<file path="src/rtl/ticket_lock.sv">
module ticket_lock #(
  parameter int N = 4
) (
  input  logic                 clk,
  input  logic                 rst_n,
  input  logic [N-1:0]         acq_i,
  input  logic [N-1:0]         rel_i,
  output logic [N-1:0]         gnt_o,
  output logic [$clog2(N)-1:0] tail_o
);
  localparam int TW = $clog2(N);

  function automatic logic [TW-1:0] wrap_inc(input logic [TW-1:0] x);
    return (x == TW'(N - 1)) ? '0 : x + 1'b1;
  endfunction

  logic [N-1:0]  flag, flag_nxt;
  logic [N-1:0]  waiting;
  logic [N-1:0]  take;
  logic [TW-1:0] slot [N];
  logic [TW-1:0] tkt  [N];
  logic [TW-1:0] tail, tail_nxt;

  assign tail_o = tail;

  always_comb begin
    tail_nxt = tail;
    for (int i = 0; i < N; i++) begin
      take[i] = acq_i[i] & ~waiting[i] & ~gnt_o[i];
      tkt[i]  = tail_nxt;
      if (take[i]) tail_nxt = wrap_inc(tail_nxt);
    end
  end

  always_comb begin
    flag_nxt = flag;
    for (int i = 0; i < N; i++)
      if (waiting[i] && flag[slot[i]]) flag_nxt[slot[i]] = 1'b0;
    for (int i = 0; i < N; i++)
      if (gnt_o[i] && rel_i[i]) flag_nxt[wrap_inc(slot[i])] = 1'b1;
  end

  always_ff @(posedge clk or negedge rst_n) begin
    if (!rst_n) begin
      tail    <= '0;
      flag    <= N'(1);
      waiting <= '0;
      gnt_o   <= '0;
      for (int i = 0; i < N; i++) slot[i] <= '0;
    end else begin
      tail <= tail_nxt;
      flag <= flag_nxt;
      for (int i = 0; i < N; i++) begin
        if (take[i]) begin
          slot[i]    <= tkt[i];
          waiting[i] <= 1'b1;
        end else if (waiting[i] && flag[slot[i]]) begin
          waiting[i] <= 1'b0;
          gnt_o[i]   <= 1'b1;
        end else if (gnt_o[i] && rel_i[i]) begin
          gnt_o[i]   <= 1'b0;
        end
      end
    end
  end
endmodule

</file>
<file path="config.mk">
export PLATFORM = sky130hd
export DESIGN_NAME = ticket_lock
export DESIGN_NICKNAME = d
export VERILOG_FILES = /design/src/rtl/ticket_lock.sv
export SDC_FILE = /design/constraint.sdc
export NUM_CORES = 1
export LEC_CHECK = 0
export BUFFER_PORTS_ARGS = -buffer_cell sky130_fd_sc_hd__buf_2
export CAP_MARGIN = 5
export CORE_MARGIN = 2
export CORE_UTILIZATION = 40
export CTS_BUF_LIST = sky130_fd_sc_hd__clkbuf_16
export DETAILED_ROUTE_END_ITERATION = 10
export PLACE_DENSITY = 0.65
export SLEW_MARGIN = 10
export SYNTH_ARGS = -nofsm -noshare
export SYNTH_HDL_FRONTEND = slang
export SYNTH_SLANG_ARGS = --single-unit
</file>
<file path="constraint.sdc">
create_clock -name clk -period 1.7 [get_ports clk]
set_input_delay 0.34 -clock clk [delete_from_list [all_inputs] [get_ports clk]]
set_output_delay 0.34 -clock clk [all_outputs]
set_load 0.02 [all_outputs]
</file>
Word-level counts from Yosys, hierarchy flattened
Cells that the tools add are included.
{"block": "totals", "in_bits": 10, "reg_bits": 22, "elab_cells": 166}
{"block": "op_classes", "n_eq_ne": 8, "magnitude_cmp": 16, "bitwise_logic": 32, "reduce_logical": 28, "n_addsub": 8, "n_mux": 60}
{"cell": "$mux W4", "count": 8}
{"cell": "$mux W1", "count": 28}
{"cell": "$lt A2 B3 Y1 const B", "count": 8}
{"cell": "$mux W2", "count": 12}
{"cell": "$add A2 B1 Y2 const B", "count": 8}
{"cell": "$and A4 B4 Y4", "count": 4}
{"cell": "$demux W1 S2", "count": 8}
{"cell": "$eq A2 B2 Y1 const B", "count": 8}
{"cell": "$ge A2 B1 Y1 const B", "count": 8}
{"cell": "$logic_and A1 B1 Y1", "count": 16}
{"cell": "$not A4 Y4", "count": 4}
{"cell": "$or A4 B4 Y4", "count": 4}
{"cell": "$reduce_bool A2 Y1", "count": 8}
{"cell": "$not A1 Y1", "count": 12}
{"cell": "$and A1 B1 Y1", "count": 8}
{"cell": "$bmux W1 S2", "count": 4}
{"cell": "$reduce_and A2 Y1", "count": 4}

Logic depth before layout (Yosys ltp)
Gate-level depths: netlist of run 1.
{"block": "depth", "word_depth": 21, "ltp_mapped": 6, "depth_no_buf": 6}

Least setup slack after synthesis of run 1
No wires, ideal clock.
{"block": "synth_path", "kind": "register to register", "start": "register gnt_o[0]", "end": "register slot[0] in the netlist's numbering", "period_less_slack_ns": 1.906, "stages_incl_launch_ff": 6, "t_required_ns": 1.575, "arrival_ns": 1.781, "setup_slack_ns": -0.206, "setup_ns": 0.125, "n_path_buf": 0, "path_cell_list": "dfrtp_1 nor3b_4 mux2i_2 xor2_1 xnor2_1 mux2_2"}
{"block": "synth_between", "elab_chain_len": 9, "elab_cells_between_ends": 11, "cone_classes": "add/sub (2); eq/ne (2); mux (5); bitwise (2)"}
{"element": "from (decl)", "line": "8", "rtl": "output logic [N-1:0] gnt_o,"}
{"element": "from (signal assigned)", "line": "48", "rtl": "gnt_o <= '0;"}
{"element": "from (signal, indexed assignment)", "line": "59", "rtl": "gnt_o[i] <= 1'b1;"}
{"element": "from (signal, indexed assignment)", "line": "61", "rtl": "gnt_o[i] <= 1'b0;"}
{"element": "$not A1 Y1 (*)", "line": "29", "rtl": "take[i] = acq_i[i] & ~waiting[i] & ~gnt_o[i];"}
{"element": "$and A1 B1 Y1 (*)", "line": "29"}
{"element": "$mux W2 (*)", "line": "31", "rtl": "if (take[i]) tail_nxt = wrap_inc(tail_nxt);"}
{"element": "$add A2 B1 Y2 / $eq A2 B2 Y1 (equally long branches)", "line": "14", "rtl": "return (x == TW'(N - 1)) ? '0 : x + 1'b1;"}
{"element": "$mux W2", "line": "14"}
{"element": "$mux W2 (*)", "line": "31"}
{"element": "$add A2 B1 Y2 / $eq A2 B2 Y1 (equally long branches)", "line": "14"}
{"element": "$mux W2", "line": "14"}
{"element": "$mux W2 (*)", "line": "31"}
{"element": "to (signal, indexed assignment)", "line": "55", "rtl": "slot[i] <= tkt[i];"}
{"element": "to (decl)", "line": "20", "rtl": "logic [TW-1:0] slot [N];"}
Every way passes the cells marked *; elsewhere a longest branch is shown, timed or not.
A chain may end at the register's enable or synchronous reset.

Worst setup path after layout of run 1
{"block": "layout_path", "start": "register waiting[0]", "end": "register slot[0] in the netlist's numbering"}
{"block": "layout_between", "elab_chain_len": 10, "elab_cells_between_ends": 12, "cone_classes": "add/sub (2); eq/ne (2); mux (5); bitwise (3)"}
{"element": "from (decl)", "line": "18", "rtl": "logic [N-1:0] waiting;"}
{"element": "from (signal assigned)", "line": "47", "rtl": "waiting <= '0;"}
{"element": "from (signal, indexed assignment)", "line": "56", "rtl": "waiting[i] <= 1'b1;"}
{"element": "from (signal, indexed assignment)", "line": "58", "rtl": "waiting[i] <= 1'b0;"}
{"element": "$not A1 Y1 (*)", "line": "29"}
{"element": "$and A1 B1 Y1 (*) (2 in a row)", "line": "29"}
{"element": "$mux W2 (*)", "line": "31"}
{"element": "$add A2 B1 Y2 / $eq A2 B2 Y1 (equally long branches)", "line": "14"}
{"element": "$mux W2", "line": "14"}
{"element": "$mux W2 (*)", "line": "31"}
{"element": "$add A2 B1 Y2 / $eq A2 B2 Y1 (equally long branches)", "line": "14"}
{"element": "$mux W2", "line": "14"}
{"element": "$mux W2 (*)", "line": "31"}
Marked as above.

==> qor.yml, run 1 <==
status:
  status: "finished, violations left"
  violations: "setup timing"
worst_setup_path:
  worstSetupEndpointType: "flip-flop"
  start_kind: "flip-flop"
  cp_max_fo: 2
  reg2reg_from: "waiting[0]$_DFFE_PN0P_"
  cp.arrival_ns: 1.85
  timing.rr.end: "slot[0]$_DFFE_PN0P_"
  critPathKind: "flip-flop to flip-flop"
  r2r_slack_ns: -0.007
  worstPathRequired_ns: 1.84
  r2r_cells: 5
floorplanning:
  core_area_um2: 3103
  start_util_pct: 42.62
  io-pin-count: 16
  rows: 20
  chipWidth_um: 61.50
  die_area_um2: 3782
  die_y_um: 61.50
placement:
  gp_congestion: 0.8339
  place_hpwl_mm: 2.333
  pre_cts_ws_ns: 0.001371
  dp.cells: 198
  place.port_buffers: 15
global_route:
  antenna_found_initial: 0
  grt_overflow_total: 0
  grt_pass1_wl_mm: 5.043
  grt_max_degree: 23
  grt_pass1_vias: 1055
  grt_use_total_pct: 18.52
cts:
  clk_latency_ns: 0.25
  root_buffer: "clkbuf_16"
  cts.sinks: 22
  cts_setup_buffers: 0
  cts_buffers: 3
  clk_pin_slew_worst_paths_ns: 0.06
  cts_tree: "yes"
  clock_path_buffers: 2
  h-tree-depth: 1
synthesis:
  ys_seq_elements: 22
  synthArstFlopShare_pct: 100.0
  synth.most_common_cell: "dfrtp_1"
  synthesis.area_um2: 1323
  synth_top_cell_by_area: "dfrtp_1"
  yosys-top-cells-area: "dfrtp_1, mux4_2, nand2_1"
  syn_inst: 139
  synth-edff-count: 0
  ys.flop_type: "dfrtp_1"
  yosysTopAreaCellShare_pct: 39.74
  syn-num-nets: 150
  yosys-top-cells-count: "dfrtp_1, nand2_1, nor2_1, o21ai_0"
  yosysWarningCount: 0
  yosysSeqAreaShare_pct: 41.72
  ys_types: 38
  avgSynthCellArea_um2: 9.515
finish:
  nets: 170
  fillerInstances: 296
  drive_gt1_share_pct: 31.01
  insertedDiodeCount: 0
  area_growth_syn_to_layout_pct: 19.30
  fin_cells: 202
sta:
  slew_viol_final: 0
  rsz0062_at_grt: "yes"
  fin_skew_ns: 0.002284
  max-slew-margin-rel_pct: 66.14
  layout_setup_ws_ns: -0.007447
  min_period_ns: 1.707
  max_freq_mhz: 585.7
  min_period_over_period_pct: 100.4
  whs_ns: 0.05276
  finalSetupViolCount: 1
  hold_viol: 0
  setup_tns_ns: -0.007447
  tightest_slew_ns: 0.5079
pwr:
  ir_drop_mv: 0.8397
  power_frac_comb_pct: 48.7
  switchingPower_mw: 1.356
  p_int_mw: 1.877
  pwr_density_cell_nw_per_um2: 2049
  p_sw_share_pct: 41.95
  p_leak_nw: 0.6789
  power.total_mw: 3.233
  pwr-share-seq_pct: 35.8
  clockPowerShare_pct: 15.5
drt:
  viasPerCell: 5.767
  totalWireLength_mm: 3.172
  drt_pass1_iterations: 4
  wl_per_cell_um: 15.70
  detail_route.iter0.violations: 80
  drtAntennaViolNets: 0
  vias: 1165
  drc: 0
min_path:
  hp-class: "input pin to asynchronous set/reset pin"
run:
  max_cap_violations: 0
==> metal layers <==
| layer | track usage (%) | vias to the layer above | wire length [um] |
|---|---|---|---|
| met1 | 25.30 | 553 | 1341 |
| met2 | 28.72 | 58 | 1545 |
| li1 | - | 542 | - |
| met5 | 0 | - | 0 |
| met3 | 2.941 | 12 | 209 |
| met4 | 8.815 | 0 | 76 |
==> how the worst max path moves through the flow <==
stage / startpoint / to
after global routing: waiting[0]$_DFFE_PN0P_ / slot[0]$_DFFE_PN0P_
after floorplan: waiting[0]$_DFFE_PN0P_ / slot[0]$_DFFE_PN0P_
after CTS: waiting[0]$_DFFE_PN0P_ / slot[0]$_DFFE_PN0P_
after detailed placement: acq_i[0] / slot[0]$_DFFE_PN0P_
after global placement: acq_i[0] / slot[0]$_DFFE_PN0P_
final: waiting[0]$_DFFE_PN0P_ / slot[0]$_DFFE_PN0P_
==> layout by cell type, fill, tap and decap left out, types with 4 or more instances in the layout <==
cell type,instances
a21oi_1,4
mux4_2,4
a31oi_1,5
nand2_1,14
buf_4,11
nand3_1,9
dfrtp_1,20
inv_1,9
nor2_1,9
mux2_2,4
o21ai_0,8
nand4_1,4
buf_2,15
==> power groups by stage <==
stage          Clock [mW]  Sequential [mW]  Combinational [mW]
2_1_floorplan           0            0.962                1.23
3_3_place_gp            0             1.13                1.45
3_5_place_dp            0             1.15                1.49
4_1_cts             0.506             1.14                1.52
5_1_grt             0.528             1.19                1.73
6_report            0.502             1.16                1.57
==> worst max-delay path, stage by stage, from the launching register on <==
cell	delay [ns]
dfrtp_1	0.41
nor3b_4	0.26
mux2i_2	0.32
xor2_2	0.24
xnor2_2	0.11
mux2_2	0.26
==> through the flow <==
stage	util (%)	instance area (um^2)
6_report	50.85	1578
5_1_grt	50.85	1578
4_1_cts	50.24	1559
3_5_place_dp	47.70	1480
3_3_place_gp	47.70	1480
2_1_floorplan	-	1324
==> registers in the layout, summed over array words and instances (netlist names) <==
name,count
flag,4
gnt_o,4
slot,8
tail_o,2
waiting,4
==> cell type report <==
type	instances	area (um^2)	share of cell area, %
clock buffers	3	75.07	4.758
clock inverters	1	3.754	0.2379
inverters	9	33.78	2.141
multi-input cells	97	699.4	44.33
flip-flops and latches	22	553.0	35.05
well taps	44	55.05	3.489
repair buffers	26	157.7	9.992
==> kinds of logic (layout without fill, tap and decap cells) <==
kind of cell | Yosys count | in the layout | synth area share (%)
compound gates | 31 | 31 | 15.04
xor+xnor | 6 | 6 | 3.973
fa+ha+maj | 3 | 3 | 2.554
buf+inv | 20 | 39 | 6.811
flops | 22 | 22 | 41.72
mux | 10 | 10 | 12.01
simple gates | 47 | 47 | 17.88
==> repair_timing <==
item / in CTS / in global routing
pin swaps: 1 / 5
hold buffers: 0 / 0
resized for setup: 0 / 6
endpoints found under the hold margin: 0 / 0
endpoints found under the setup margin: 2 / 4
(Power assumes the default switching activity.)
==> inputs of run 2 (changes only) <==
--- a/config.mk
+++ b/config.mk
@@ -12,6 +12,7 @@
 export CTS_BUF_LIST = sky130_fd_sc_hd__clkbuf_16
 export DETAILED_ROUTE_END_ITERATION = 10
 export PLACE_DENSITY = 0.65
+export SETUP_SLACK_MARGIN = 0.1
 export SLEW_MARGIN = 10
 export SYNTH_ARGS = -nofsm -noshare
 export SYNTH_HDL_FRONTEND = slang
==> run 2 against run 1 <==
  * The flow now finishes without violations
  * Die area is the same
  * Critical path depth is the same
  * Sequential cell count is the same
  * Non-clock buffer count grew 3
  * Clock power grew 31%
  * Hold slack lost 0.0038 ns
  * First-iteration DRC count shrank 3.8%
  * Worst setup slack gained 0.026 ns
  * Combinational power is essentially flat
==> qor.yml, run 2 (synthesized netlist as in run 1, its figures left out) <==
status:
  status: "finished, final reports clean"
cts:
  clk_pin_slew_worst_paths_ns: 0.06
  h-tree-depth: 1
  cts_buffers: 3
  hold_buffers: 0
  root_buffer: "clkbuf_16"
  clock_path_buffers: 2
  clk_latency_ns: 0.25
  cts.sinks: 22
  cts_tree: "yes"
sta:
  max-slew-margin-rel_pct: 66.68
  max_freq_mhz: 594.9
  setup_tns_ns: 0
  rsz0062_at_grt: "yes"
  hold_viol: 0
  finalSetupViolCount: 0
  tightest_slew_ns: 0.4997
  min_period_ns: 1.681
  min_period_over_period_pct: 98.89
  fin_skew_ns: 0.002961
  slew_viol_final: 0
worst_setup_path:
  cp_max_fo: 2
  path_cells: "nor3b_4, mux2i_2, xor2_1, xnor2_1, mux2_2"
  cp_top_family: "multiplexers"
  reg2reg_from: "waiting[0]$_DFFE_PN0P_"
  cp_slowest_cell: "dfrtp_1"
  start_kind: "flip-flop"
  r2r_cells: 5
  cp.arrival_ns: 1.82
  r2r_slack_ns: 0.02
  max_stage_delay_ns: 0.40
  timing.critical_path.buf_inv: 0
  worstPathRequired_ns: 1.84
  timing.rr.end: "slot[0]$_DFFE_PN0P_"
  worstSetupEndpointType: "flip-flop"
  critPathKind: "flip-flop to flip-flop"
floorplanning:
  rows: 20
  core_area_um2: 3103
  die_area_um2: 3782
  io-pin-count: 16
  die_y_um: 61.50
  start_util_pct: 42.62
  chipWidth_um: 61.50
finish:
  fin_cells: 205
  area_growth_syn_to_layout_pct: 23.27
  drive_gt1_share_pct: 32.92
  largest_register_ffs: 8
  layout_commonest_cell: "dfrtp_1"
  fillerInstances: 303
  multi_input_area_um2: 699.4
  nets: 173
  top_register: "slot"
  ff_latch_area_um2: 553.0
  insertedDiodeCount: 0
  utilization_pct: 52.54
  layout_common_cells: "dfrtp_1, buf_2, nand2_1"
  final_cell_area_um2: 1630
drt:
  totalWireLength_mm: 3.057
  vias: 1107
  wl_per_cell_um: 14.91
  detail_route.iter0.violations: 77
  drtAntennaViolNets: 0
  drt_pass1_iterations: 4
  drc: 0
  viasPerCell: 5.400
pwr:
  p_leak_nw: 0.7065
  pwr_density_cell_nw_per_um2: 2089
  ir_drop_mv: 0.8319
placement:
  place.port_buffers: 15
  gp_congestion: 0.8340
  place_hpwl_mm: 2.230
  dp.cells: 198
  placed_cell_area_um2: 1480
global_route:
  antenna_found_initial: 0
  grt_use_total_pct: 17.90
  grt_pass1_wl_mm: 4.864
  grt_pass1_vias: 1043
  grt_overflow_total: 0
  grt_max_degree: 23
min_path:
  hp-class: "input pin to asynchronous set/reset pin"
run:
  max_cap_violations: 0
==> run 2: cell types whose count changed in the layout (fill, tap and decap cells not counted) <==
cell	delta
bufinv_16	+1
o21ai_0	-1
buf_6	+1
buf_4	+2
clkinv_1	-1
o21ai_1	+1
==> run 2: timing repair <==
item,in CTS,in global routing
setup buffers,0,3
cloned,0,0
pin swaps,4,2
resized for setup,2,6
endpoints found under the setup margin,4,5
==> run 2: how the worst max path moves through the flow <==
stage / start / to / cells after the start
final: waiting[0]$_DFFE_PN0P_ / slot[0]$_DFFE_PN0P_ / 5
after global routing: waiting[0]$_DFFE_PN0P_ / slot[0]$_DFFE_PN0P_ / 5
after global placement: acq_i[0] / slot[0]$_DFFE_PN0P_ / 6
after floorplan: waiting[0]$_DFFE_PN0P_ / slot[0]$_DFFE_PN0P_ / 6
after CTS: waiting[0]$_DFFE_PN0P_ / slot[0]$_DFFE_PN0P_ / 5
after detailed placement: acq_i[0] / slot[0]$_DFFE_PN0P_ / 6
==> run 2: metrics by stage <==
stage          setup WS, ns  power, mW  hold WS (ns)
6_report            0.01893      3.406       0.04894
5_1_grt            -0.08791      3.657       0.07803
4_1_cts          -0.0006696      3.308       0.06224
3_5_place_dp      -0.001975      2.626        0.3319
3_3_place_gp        0.02069      2.586        0.3337
2_1_floorplan       -0.1442      2.196       0.04441
==> run 2: layer usage <==
| metal | GRT usage, % | vias up | share of wire, % |
|---|---|---|---|
| met5 | 0 | - | 0 |
| met4 | 5.471 | 0 | 0.46 |
| met3 | 2.941 | 2 | 4.5 |
| met2 | 29.17 | 28 | 49 |
| met1 | 24.47 | 532 | 46 |
| li1 | - | 545 | - |
==> run 2: worst reg2reg max path, cell delays in order (launching register included) <==
cell and delay (ns):
dfrtp_1 0.40, nor3b_4 0.26, mux2i_2 0.28, xor2_1 0.23, xnor2_1 0.13, mux2_2 0.27
==> run 2: layout make-up <==
type	count	area share, %
Sequential cell	22	33.92
Clock buffer	3	4.605
Clock inverter	1	1.842
Tap cell	44	3.377
Multi-Input combinational cell	97	42.90
Inverter	9	2.072
Timing Repair Buffer	29	11.28
==> run 2: power breakdown <==
group          switching (mW)  internal (mW)
Combinational           0.785          0.819
Sequential              0.365          0.778
Clock                   0.191          0.467
==> inputs of run 3 (changes only) <==
--- a/config.mk
+++ b/config.mk
@@ -8,10 +8,11 @@
 export BUFFER_PORTS_ARGS = -buffer_cell sky130_fd_sc_hd__buf_2
 export CAP_MARGIN = 5
 export CORE_MARGIN = 2
-export CORE_UTILIZATION = 40
+export CORE_UTILIZATION = 51
 export CTS_BUF_LIST = sky130_fd_sc_hd__clkbuf_16
 export DETAILED_ROUTE_END_ITERATION = 10
-export PLACE_DENSITY = 0.65
+export MAX_ROUTING_LAYER = met4
+export PLACE_DENSITY = 0.78
 export SETUP_SLACK_MARGIN = 0.1
 export SLEW_MARGIN = 10
 export SYNTH_ARGS = -nofsm -noshare
==> run 3 against run 2 <==
  * The run now ends with setup timing left
  * Worst setup slack lost 0.077 ns
  * Clock skew about the same
  * First-iteration DRC count shrank 1.3%
  * Largest cell class unchanged
  * Largest power group unchanged
==> qor.yml, run 3 (synthesized netlist as in run 1, its figures left out) <==
drt:
  vias: 1146
  wl_per_cell_um: 16.99
  drt_pass1_iterations: 4
  detail_route.iter0.violations: 76
  viasPerCell: 6.032
  drtAntennaViolNets: 0
  drc: 0
  totalWireLength_mm: 3.228
finish:
  largest_register_ffs: 8
  layout_common_cells: "dfrtp_1, buf_2, nand2_1"
  layout_commonest_cell: "dfrtp_1"
  fillerInstances: 211
  drive_gt1_share_pct: 31.87
  utilization_pct: 63.94
  insertedDiodeCount: 0
  ff_latch_area_um2: 553.0
  fin_cells: 190
  area_growth_syn_to_layout_pct: 19.77
  final_cell_area_um2: 1584
  multi_input_area_um2: 708.2
  nets: 172
  top_register: "slot"
sta:
  min_period_over_period_pct: 103.4
  max_freq_mhz: 568.9
  tightest_slew_ns: 0.4975
  rsz0062_at_grt: "yes"
  layout_setup_ws_ns: -0.05792
  max-slew-margin-rel_pct: 66.84
  setup_tns_ns: -0.05876
  hold_viol: 0
  finalSetupViolCount: 2
  min_period_ns: 1.758
  whs_ns: 0.04337
  slew_viol_final: 0
  fin_skew_ns: 0.003051
cts:
  root_buffer: "clkbuf_16"
  clock_path_buffers: 2
  cts_buffers: 3
  h-tree-depth: 1
  cts_tree: "yes"
  clk_pin_slew_worst_paths_ns: 0.06
  hold_buffers: 0
  clk_latency_ns: 0.25
  cts.sinks: 22
pwr:
  pwr_density_cell_nw_per_um2: 2107
  power.total_mw: 3.338
  p_leak_nw: 0.7026
  ir_drop_mv: 1.199
status:
  violations: "setup timing"
  status: "finished, violations left"
global_route:
  grt_pass1_wl_mm: 5.140
  grt_use_total_pct: 25.44
  grt_pass1_vias: 1070
  met2_usage_pct: 39.09
  grt_overflow_total: 0
  gr-usage-met1_pct: 33.92
  grt_max_degree: 23
  antenna_found_initial: 0
  gr-usage-met3_pct: 4.839
  globalRoute.busiestLayer: "met2"
worst_setup_path:
  worstPathRequired_ns: 1.84
  r2r_cells: 5
  start_kind: "flip-flop"
  cp_max_fo: 2
  critPathKind: "flip-flop to flip-flop"
  cp.arrival_ns: 1.90
  worstSetupEndpointType: "flip-flop"
floorplanning:
  start_util_pct: 53.38
  core_area_um2: 2477
  die_area_um2: 3017
  io-pin-count: 16
  chipWidth_um: 54.93
  rows: 18
  die_y_um: 54.93
placement:
  dp.cells: 185
  gp_congestion: 0.9745
  placed_cell_area_um2: 1470
  place.port_buffers: 15
  place_hpwl_mm: 2.313
  pre_cts_ws_ns: -0.02010
min_path:
  hp-class: "input pin to asynchronous set/reset pin"
run:
  max_cap_violations: 0
## run 3: cell count changes in the layout (fill, tap and decap cells not counted), sizes merged
cell	change
inv	+1
buf	-1
bufinv	-1
## run 3: metal layers
layer / vias up / routed length, um
li1: 542 / -
met5: - / 0
met4: 0 / 61
met2: 49 / 1560
met3: 8 / 194
met1: 547 / 1411
## run 3: layout make-up
type                    count  share of cell area (%)
multi-input cells          97                   44.71
flip-flops and latches     22                   34.91
repair buffers             28                   10.90
clock buffers               3                   4.739
well taps                  30                   2.370
inverters                   9                   2.133
clock inverters             1                  0.2370
## run 3: power by group
part           total (mW)  internal [mW]  switching [mW]
logic                1.70          0.848           0.853
registers            1.13          0.778           0.355
clock network       0.504          0.314           0.190
total                3.34           1.94            1.40
## run 3: repair_timing
item / in CTS / in global routing
endpoints found under the setup margin: 5 / 6
buffers inserted: 1 / 0
resized for setup: 5 / 2
pin swaps: 3 / 3
## run 3: worst paths after layout
| kind | from | to | slack, ns |
|---|---|---|---|
| worst min register to register | waiting[1]$_DFFE_PN0P_ | gnt_o[1]$_DFFE_PN0P_ | 0.57 |
| min in group clk | rel_i[1] | gnt_o[1]$_DFFE_PN0P_ | 0.31 |
| worst min-delay path | rst_n | flag[2]$_DFF_PN0_ | 0.04 |
| max in group asynchronous | rst_n | gnt_o[0]$_DFFE_PN0P_ | 1.30 |
| worst max register to register | waiting[0]$_DFFE_PN0P_ | slot[0]$_DFFE_PN0P_ | -0.06 |
| worst max-delay path | waiting[0]$_DFFE_PN0P_ | slot[0]$_DFFE_PN0P_ | -0.06 |
## run 3: critical path, cell delays in order, from the launching register on
cell and delay [ns]:
dfrtp_1 0.41, nor3b_4 0.26, mux2i_2 0.33, xor2_2 0.26, xnor2_2 0.11, mux2_2 0.26
